**config.mk**
```make
export PLATFORM = sky130hd
export DESIGN_NAME = irq_moderator
export DESIGN_NICKNAME = d
export VERILOG_FILES = /design/src/rtl/irq_moderator.sv
export SDC_FILE = /design/constraint.sdc
export NUM_CORES = 1
export LEC_CHECK = 0
export ABC_CLOCK_PERIOD_IN_PS = 4000
export BUFFER_PORTS_ARGS = -buffer_cell sky130_fd_sc_hd__buf_2
export CORE_ASPECT_RATIO = 0.75
export CORE_MARGIN = 4
export CORE_UTILIZATION = 48
export CTS_CLUSTER_DIAMETER = 200
export DETAILED_ROUTE_END_ITERATION = 8
export HOLD_SLACK_MARGIN = 0.1
export PLACE_DENSITY_LB_ADDON = 0.05
export SLEW_MARGIN = 20
export SYNTH_ARGS = -nofsm -noshare
export SYNTH_HDL_FRONTEND = slang
export SYNTH_SLANG_ARGS = --single-unit
```
**constraint.sdc**
```tcl
create_clock -name clk -period 4 [get_ports clk]
set_input_delay 0.4 -clock clk [delete_from_list [all_inputs] [get_ports clk]]
set_output_delay 0.4 -clock clk [all_outputs]
set_load 0.03 [all_outputs]
```
**src/rtl/irq_moderator.sv**
```systemverilog
module irq_moderator #(
  parameter int DW    = 32,
  parameter int AW    = 2,
  parameter int CNT_W = 16
) (
  input  logic          clk,
  input  logic          rst_n,
  input  logic          evt_i,
  input  logic          us_tick_i,
  input  logic          wr_en_i,
  input  logic [AW-1:0] wr_addr_i,
  input  logic [DW-1:0] wr_data_i,
  output logic          irq_o
);

  localparam int CLR  = 0;
  localparam int EN   = 1;
  localparam int TSEL = 2;
  localparam logic [AW-1:0] A_BCTL = AW'(0);
  localparam logic [AW-1:0] A_BTHR = AW'(1);
  localparam logic [AW-1:0] A_ICTL = AW'(2);
  localparam logic [AW-1:0] A_ITHR = AW'(3);

  logic [2:0]       b_ctl, i_ctl;
  logic [CNT_W-1:0] b_thr, i_thr, b_cnt, i_cnt;
  logic             pend, irq_q;

  wire b_on   = b_ctl[EN] & ~b_ctl[CLR];
  wire i_on   = i_ctl[EN] & ~i_ctl[CLR];
  wire mod_on = b_on & i_on;
  wire b_step = b_ctl[TSEL] ? us_tick_i : 1'b1;
  wire i_step = i_ctl[TSEL] ? us_tick_i : 1'b1;
  wire active = pend | evt_i;

  wire [CNT_W:0] b_nxt = pend ? ({1'b0, b_cnt} + (CNT_W+1)'(b_step)) : '0;
  wire [CNT_W:0] i_nxt = (evt_i || !pend) ? '0 : ({1'b0, i_cnt} + (CNT_W+1)'(i_step));

  wire fire = mod_on & active &
              ((b_nxt >= {1'b0, b_thr}) | (i_nxt >= {1'b0, i_thr}));

  assign irq_o = irq_q;

  always_ff @(posedge clk) begin
    if (!rst_n) begin
      b_ctl <= '0;
      i_ctl <= '0;
      b_thr <= '0;
      i_thr <= '0;
      b_cnt <= '0;
      i_cnt <= '0;
      pend  <= 1'b0;
      irq_q <= 1'b0;
    end else begin
      if (wr_en_i) begin
        case (wr_addr_i)
          A_BCTL:  b_ctl <= wr_data_i[2:0];
          A_BTHR:  b_thr <= wr_data_i[CNT_W-1:0];
          A_ICTL:  i_ctl <= wr_data_i[2:0];
          A_ITHR:  i_thr <= wr_data_i[CNT_W-1:0];
          default: ;
        endcase
      end
      if (!mod_on) begin
        pend  <= 1'b0;
        b_cnt <= '0;
        i_cnt <= '0;
        irq_q <= evt_i;
      end else if (fire) begin
        pend  <= 1'b0;
        b_cnt <= '0;
        i_cnt <= '0;
        irq_q <= 1'b1;
      end else begin
        irq_q <= 1'b0;
        if (active) begin
          pend  <= 1'b1;
          b_cnt <= b_nxt[CNT_W-1:0];
          i_cnt <= i_nxt[CNT_W-1:0];
        end
      end
    end
  end


  cause_chk: assert property (@(posedge clk) disable iff (!rst_n)
    irq_o |-> ($past(evt_i) || $past(pend)));


  burst_bound_chk: assert property (@(posedge clk) disable iff (!rst_n)
    (pend && $stable(b_thr)) |-> (b_cnt < b_thr));


  idle_bound_chk: assert property (@(posedge clk) disable iff (!rst_n)
    (pend && $stable(i_thr)) |-> (i_cnt < i_thr));


  fire_rest_chk: assert property (@(posedge clk) disable iff (!rst_n)
    irq_o |-> !pend);


  tick_hold_chk: assert property (@(posedge clk) disable iff (!rst_n)
    (pend && mod_on && b_ctl[TSEL] && !us_tick_i) |=> ((b_cnt == $past(b_cnt)) || !pend));


  off_drop_chk: assert property (@(posedge clk) disable iff (!rst_n)
    !mod_on |=> !pend);

endmodule

```
======== Yosys cells after proc, flatten, opt, wreduce, memory -nomap -nowiden ========
Index checks and enable logic that the tools add are counted.
word-level totals
  register bits after elaboration ......... 72
  logic and storage cells ................. 40
  output and inout port bits .............. 1
  input bits .............................. 39
  ROM bits ................................ 0
  memories kept ........................... 0
  latch bits .............................. 0
  bits in writable memories ............... 0
cells by class
  reduce and logical (&&, ||, !) cells .... 8
  div/mod/pow operators ................... 0
  multiplexer cells ....................... 6
  eq/ne operators ......................... 3
  order comparisons ....................... 2
  multipliers ............................. 0
  bitwise logic cells ..................... 11
  shift-type cells ........................ 0
  add/subtract/negate cells ............... 2
operators with widths
  cell                                                             count
  16-bit by 1-bit adder with 17-bit output                         2
  17-bit by 16-bit greater-or-equal comparator with 1-bit output   2
  17-bit two-way mux                                               2
  2-bit AND reduction                                              4
  1-bit AND                                                        5
  2-bit == test, second input constant                             2
  1-bit two-way mux                                                4
  1-bit NOT                                                        4
  3-bit OR reduction                                               1
  2-bit by 1-bit == test with 1-bit output, second input constant  1
  2-bit logical NOT                                                1
  1-bit OR                                                         2
  1-bit logical NOT                                                1
  1-bit logical OR                                                 1

======== Longest topological paths before layout ========
  depth after elaboration ................. 8
  depth in mapped cells ................... 17
  gate-level depth less buffers ........... 16

======== Worst setup path after synthesis ========
OpenSTA, ideal clock, no wires.
  path type ............................... input -> register
  start point ............................. input port us_tick_i
  end point ............................... register i_cnt[11]
  path buffers ............................ 1
  data arrival time ....................... 3350 ps
  setup slack ............................. 575 ps
  cell stages on the path ................. 16
  required time ........................... 3926 ps
  setup time .............................. 74 ps
  cell sequence ........................... nand2b_1 ha_1 nand4_1 nor3_1 nand4_1 and2_1 o21a_1 ha_1 a21oi_1 nor2b_1 a2111oi_4 nand3_2 nor4_4 buf_2 nand3b_1 a31oi_1
between the ends
  longest elaborated chain between the ends .. 7
  elaborated cells between the ends (all ways) .. 11
  classes of those cells .................. add/sub (2); order compare (2); mux (4); bitwise (2); reduce/logical (1)
RTL lines
  element                                                         line  RTL
  from (decl)                                                     9     input logic us_tick_i,
  1-bit two-way mux                                               32    wire i_step = i_ctl[TSEL] ? us_tick_i : 1'b1;
  16-bit by 1-bit adder with 17-bit output                        36    wire [CNT_W:0] i_nxt = (evt_i || !pend) ? '0 : ({1'b0, i_cnt} + (CNT_W+1)'(i_step));
  17-bit two-way mux                                              36
  net i_nxt[14]                                                   36
  17-bit by 16-bit greater-or-equal comparator with 1-bit output  39    ((b_nxt >= {1'b0, b_thr}) | (i_nxt >= {1'b0, i_thr}));
  1-bit OR                                                        39
  1-bit AND                                                       38    wire fire = mod_on & active &
  3-bit OR reduction (no line)                                    n/a
  to (signal assigned)                                            78    i_cnt <= i_nxt[CNT_W-1:0];
  to (decl)                                                       25    logic [CNT_W-1:0] b_thr, i_thr, b_cnt, i_cnt;
The timed path passes the listed nets, and every way through them passes these cells.
A chain may end at the register's enable or synchronous reset.

======== Final worst setup path ========
  start point ............................. register i_ctl[2]
  end point ............................... register i_cnt[11]
between the ends
  longest elaborated chain between the ends .. 7
RTL lines
  element                                                         line  RTL
  from (decl)                                                     24    logic [2:0] b_ctl, i_ctl;
  from (signal assigned)                                          58    A_ICTL: i_ctl <= wr_data_i[2:0];
  1-bit two-way mux                                               32
  16-bit by 1-bit adder with 17-bit output                        36
  17-bit two-way mux                                              36
  net i_nxt[15]                                                   36
  17-bit by 16-bit greater-or-equal comparator with 1-bit output  39
  1-bit OR                                                        39
  1-bit AND                                                       38
  3-bit OR reduction (no line)                                    n/a
The timed path passes the listed nets, and every way through them passes these cells.

==> out/results.tsv <==
metric	value	unit
outcome	finished, final reports clean	
Clock Path Buffers	2	
# IOs	40	
FF-to-FF End	i_cnt[11]	
Fin Hold WS	338	ps
clock sink total	72	
Routed Antenna Nets	0	
via count	3568	
post-synth net total	598	
Setup CP Type	reg -> reg	
cell area after placement	4530	sq um
Iter 0 DRT Violations	208	
clk root buf	clkbuf_16	
post-synthesis cell count	523	
most common cell in the netlist	nand2_1	
#FFs+latches synth	72	
fin crit period	3660	ps
HPWL Detailed	7430	um
drt pass-1 iters	4	
Reg clk slew, reported paths	60	ps
leading area contributor after synthesis	dfxtp_1	
antenna violations before repair	0	
R2R cell count	16	
Synth top cells by count	nand2_1 (94), dfxtp_1 (72), ha_1 (36), a21boi_0 (35), inv_1 (33)	
RR Startpoint	i_ctl[2]	
Core Area	8560	sq um
max capacitance violation total	0	
# diodes	0	
Initial Utilization	50.0	%
chip width	117	um
RSZ-0062 raised after global routing	false	
Tightest Pin Transition	699	ps
synthesized cell area	4280	sq um
setup TNS	0	ps
clk_skew	5.46	ps
Avg WL per Cell	15.3	um
DR vias/cell	5.46	
WHS Path Cells	3	
maximum fanout along the worst path	22	
final setup fails	0	
Yosys top cell area share	33.7	%
cts bufs inserted	9	
Residual DRC	0	
register area share after synthesis	33.7	%
cts hold-fix bufs	0	
Setup crit start kind	flop	
final hold violation count	0	
TritonCTS clock tree	yes	
HP Class	in -> reg	
Peak Freq	273	MHz
synth top area cells	dfxtp_1 (34%), ha_1 (11%), nand2_1 (8.2%), a21boi_0 (6.1%), a22o_1 (3.9%)	
Port Buffers	23	
GRT Util Overall	20.1	%
# fillers	807	
FP Rows	29	
Main synth FF type	dfxtp_1	
Worst Hold Path EP	b_thr[11]	
data arrival time of the worst path	3920	ps
GRT overflow	0	
Die Ht	89.8	um
Netlist cell types	43	
Final Util	55.9	%
Max Slew Vio Count	0	
internal reg-to-reg setup slack	340	ps
Hold Startpoint	wr_data_i[11]	
layout cells sized above 1	10.1	%
H-tree levels	3	
leakage power	1.78	nW
final worst-path cycle share	91.5	%
CP Data Required Time	4260	ps
Worst Setup End Kind	flop	
# nets final	619	
vias in the first global route	3451	
drt total wl	10000	um
FFs w/ async S/R, synth	0	%
Layout area overhead	11.8	%
first-pass GRT wire length	16800	um
Power Density	328	nW/um^2
GP Congestion	0.832	
EDFF count, synth	0	
largest net degree at the start of global routing	40	
peak supply drop	256	uV
Max-slew headroom	53.4	%
Final Cell Area	4790	sq um
syn avg cell area	8.19	sq um
Die ar.	10500	sq um
YS warnings	0	
clock insertion delay at the later pin of the skew report	330	ps
[stage by stage]
stage                     worst slack, ps  cells  power (mW)
after detailed placement             85.6    641       0.880
final                                 341    653        1.57
after CTS                             314    653        1.59
after global routing                 20.9    653        1.64
after global placement                201    641       0.877
after floorplan                       575    523       0.833
[flip-flops by register name, summed over array words and instances (netlist names)]
register / count
b_cnt: 16
b_ctl: 3
b_thr: 16
i_cnt: 16
irq_o: 1
i_thr: 16
i_ctl: 3
pend: 1
[cell families (layout without fill, tap and decap cells)]
| family | count (synthesis) | after routing | synth area share, % |
|---|---|---|---|
| simple gates | 227 | 227 | 27.0 |
| xor+xnor | 23 | 23 | 4.71 |
| fa+ha+maj | 36 | 36 | 10.5 |
| flops | 72 | 72 | 33.7 |
| compound gates | 101 | 101 | 17.3 |
| mux | 6 | 6 | 1.40 |
| buf+inv | 58 | 80 | 5.41 |
[worst max-delay path, stage by stage (launching register included)]
cell and delay [ps]:
dfxtp_1 300, nand2b_1 100, ha_1 250, and3_1 240
nand3_1 180, nor2_1 250, and2_1 220, xnor2_1 130
nor2_1 70, ha_1 280, nor2b_1 160, a2111oi_4 340
nand3_2 130, nor4_4 320, buf_4 300, nand4b_1 130
a31oi_1 170
[timing repair]
action / 4_1_cts / 5_1_grt
setup buffers: 0 / 0
endpoints found under the setup margin: 0 / 10
gates resized for setup: 0 / 1
[final cells by class]
cell class                 instances  area [sq um]  area share, %
tap                              108           135           2.82
sequential                        72          1440           30.1
clock buffer                      10           239           4.99
clock inverter                     2          10.0          0.209
inverter                          33           124           2.59
multi-input combinational        393          2620           54.7
timing repair buffer              35           218           4.55
[report_power, final]
group / switching (mW) / internal, mW
registers: 0.00616 / 0.731
clock network: 0.288 / 0.420
logic: 0.0785 / 0.0494
[worst max path at each step]
stage	from	endpoint	slack (ps)	depth (start not counted)
after detailed placement	us_tick_i	i_cnt[2]	90	17
after floorplan	us_tick_i	i_cnt[11]	580	16
final	i_ctl[2]	i_cnt[11]	340	16
after global placement	us_tick_i	i_cnt[1]	200	17
after global routing	b_ctl[2]	i_cnt[9]	20	16
after CTS	i_ctl[2]	i_cnt[11]	310	16
[placed cells by master (no fill, tap or decap), types with 9 or more instances in the layout]
master,instances
clkbuf_16,9
ha_1,36
and2_1,16
nor2_1,18
inv_1,33
and3_1,9
dfxtp_1,72
nand4_1,11
nand3_1,23
nand2b_1,16
a21oi_1,15
buf_4,11
a31oi_1,9
a21boi_0,35
nand2_1,94
xor2_1,9
nor2b_1,9
buf_2,23
a22o_1,19
xnor2_1,14
[metal layers]
| layer | GRT usage (%) | share of wire [%] | vias up |
|---|---|---|---|
| met5 | 0 | 0 | - |
| met4 | 5.54 | 0.68 | 0 |
| met3 | 4.70 | 4.4 | 5 |
| met2 | 29.5 | 44 | 57 |
| met1 | 29.4 | 51 | 1663 |
| li1 | - | - | 1843 |
Power figures use the tool's default switching activity.
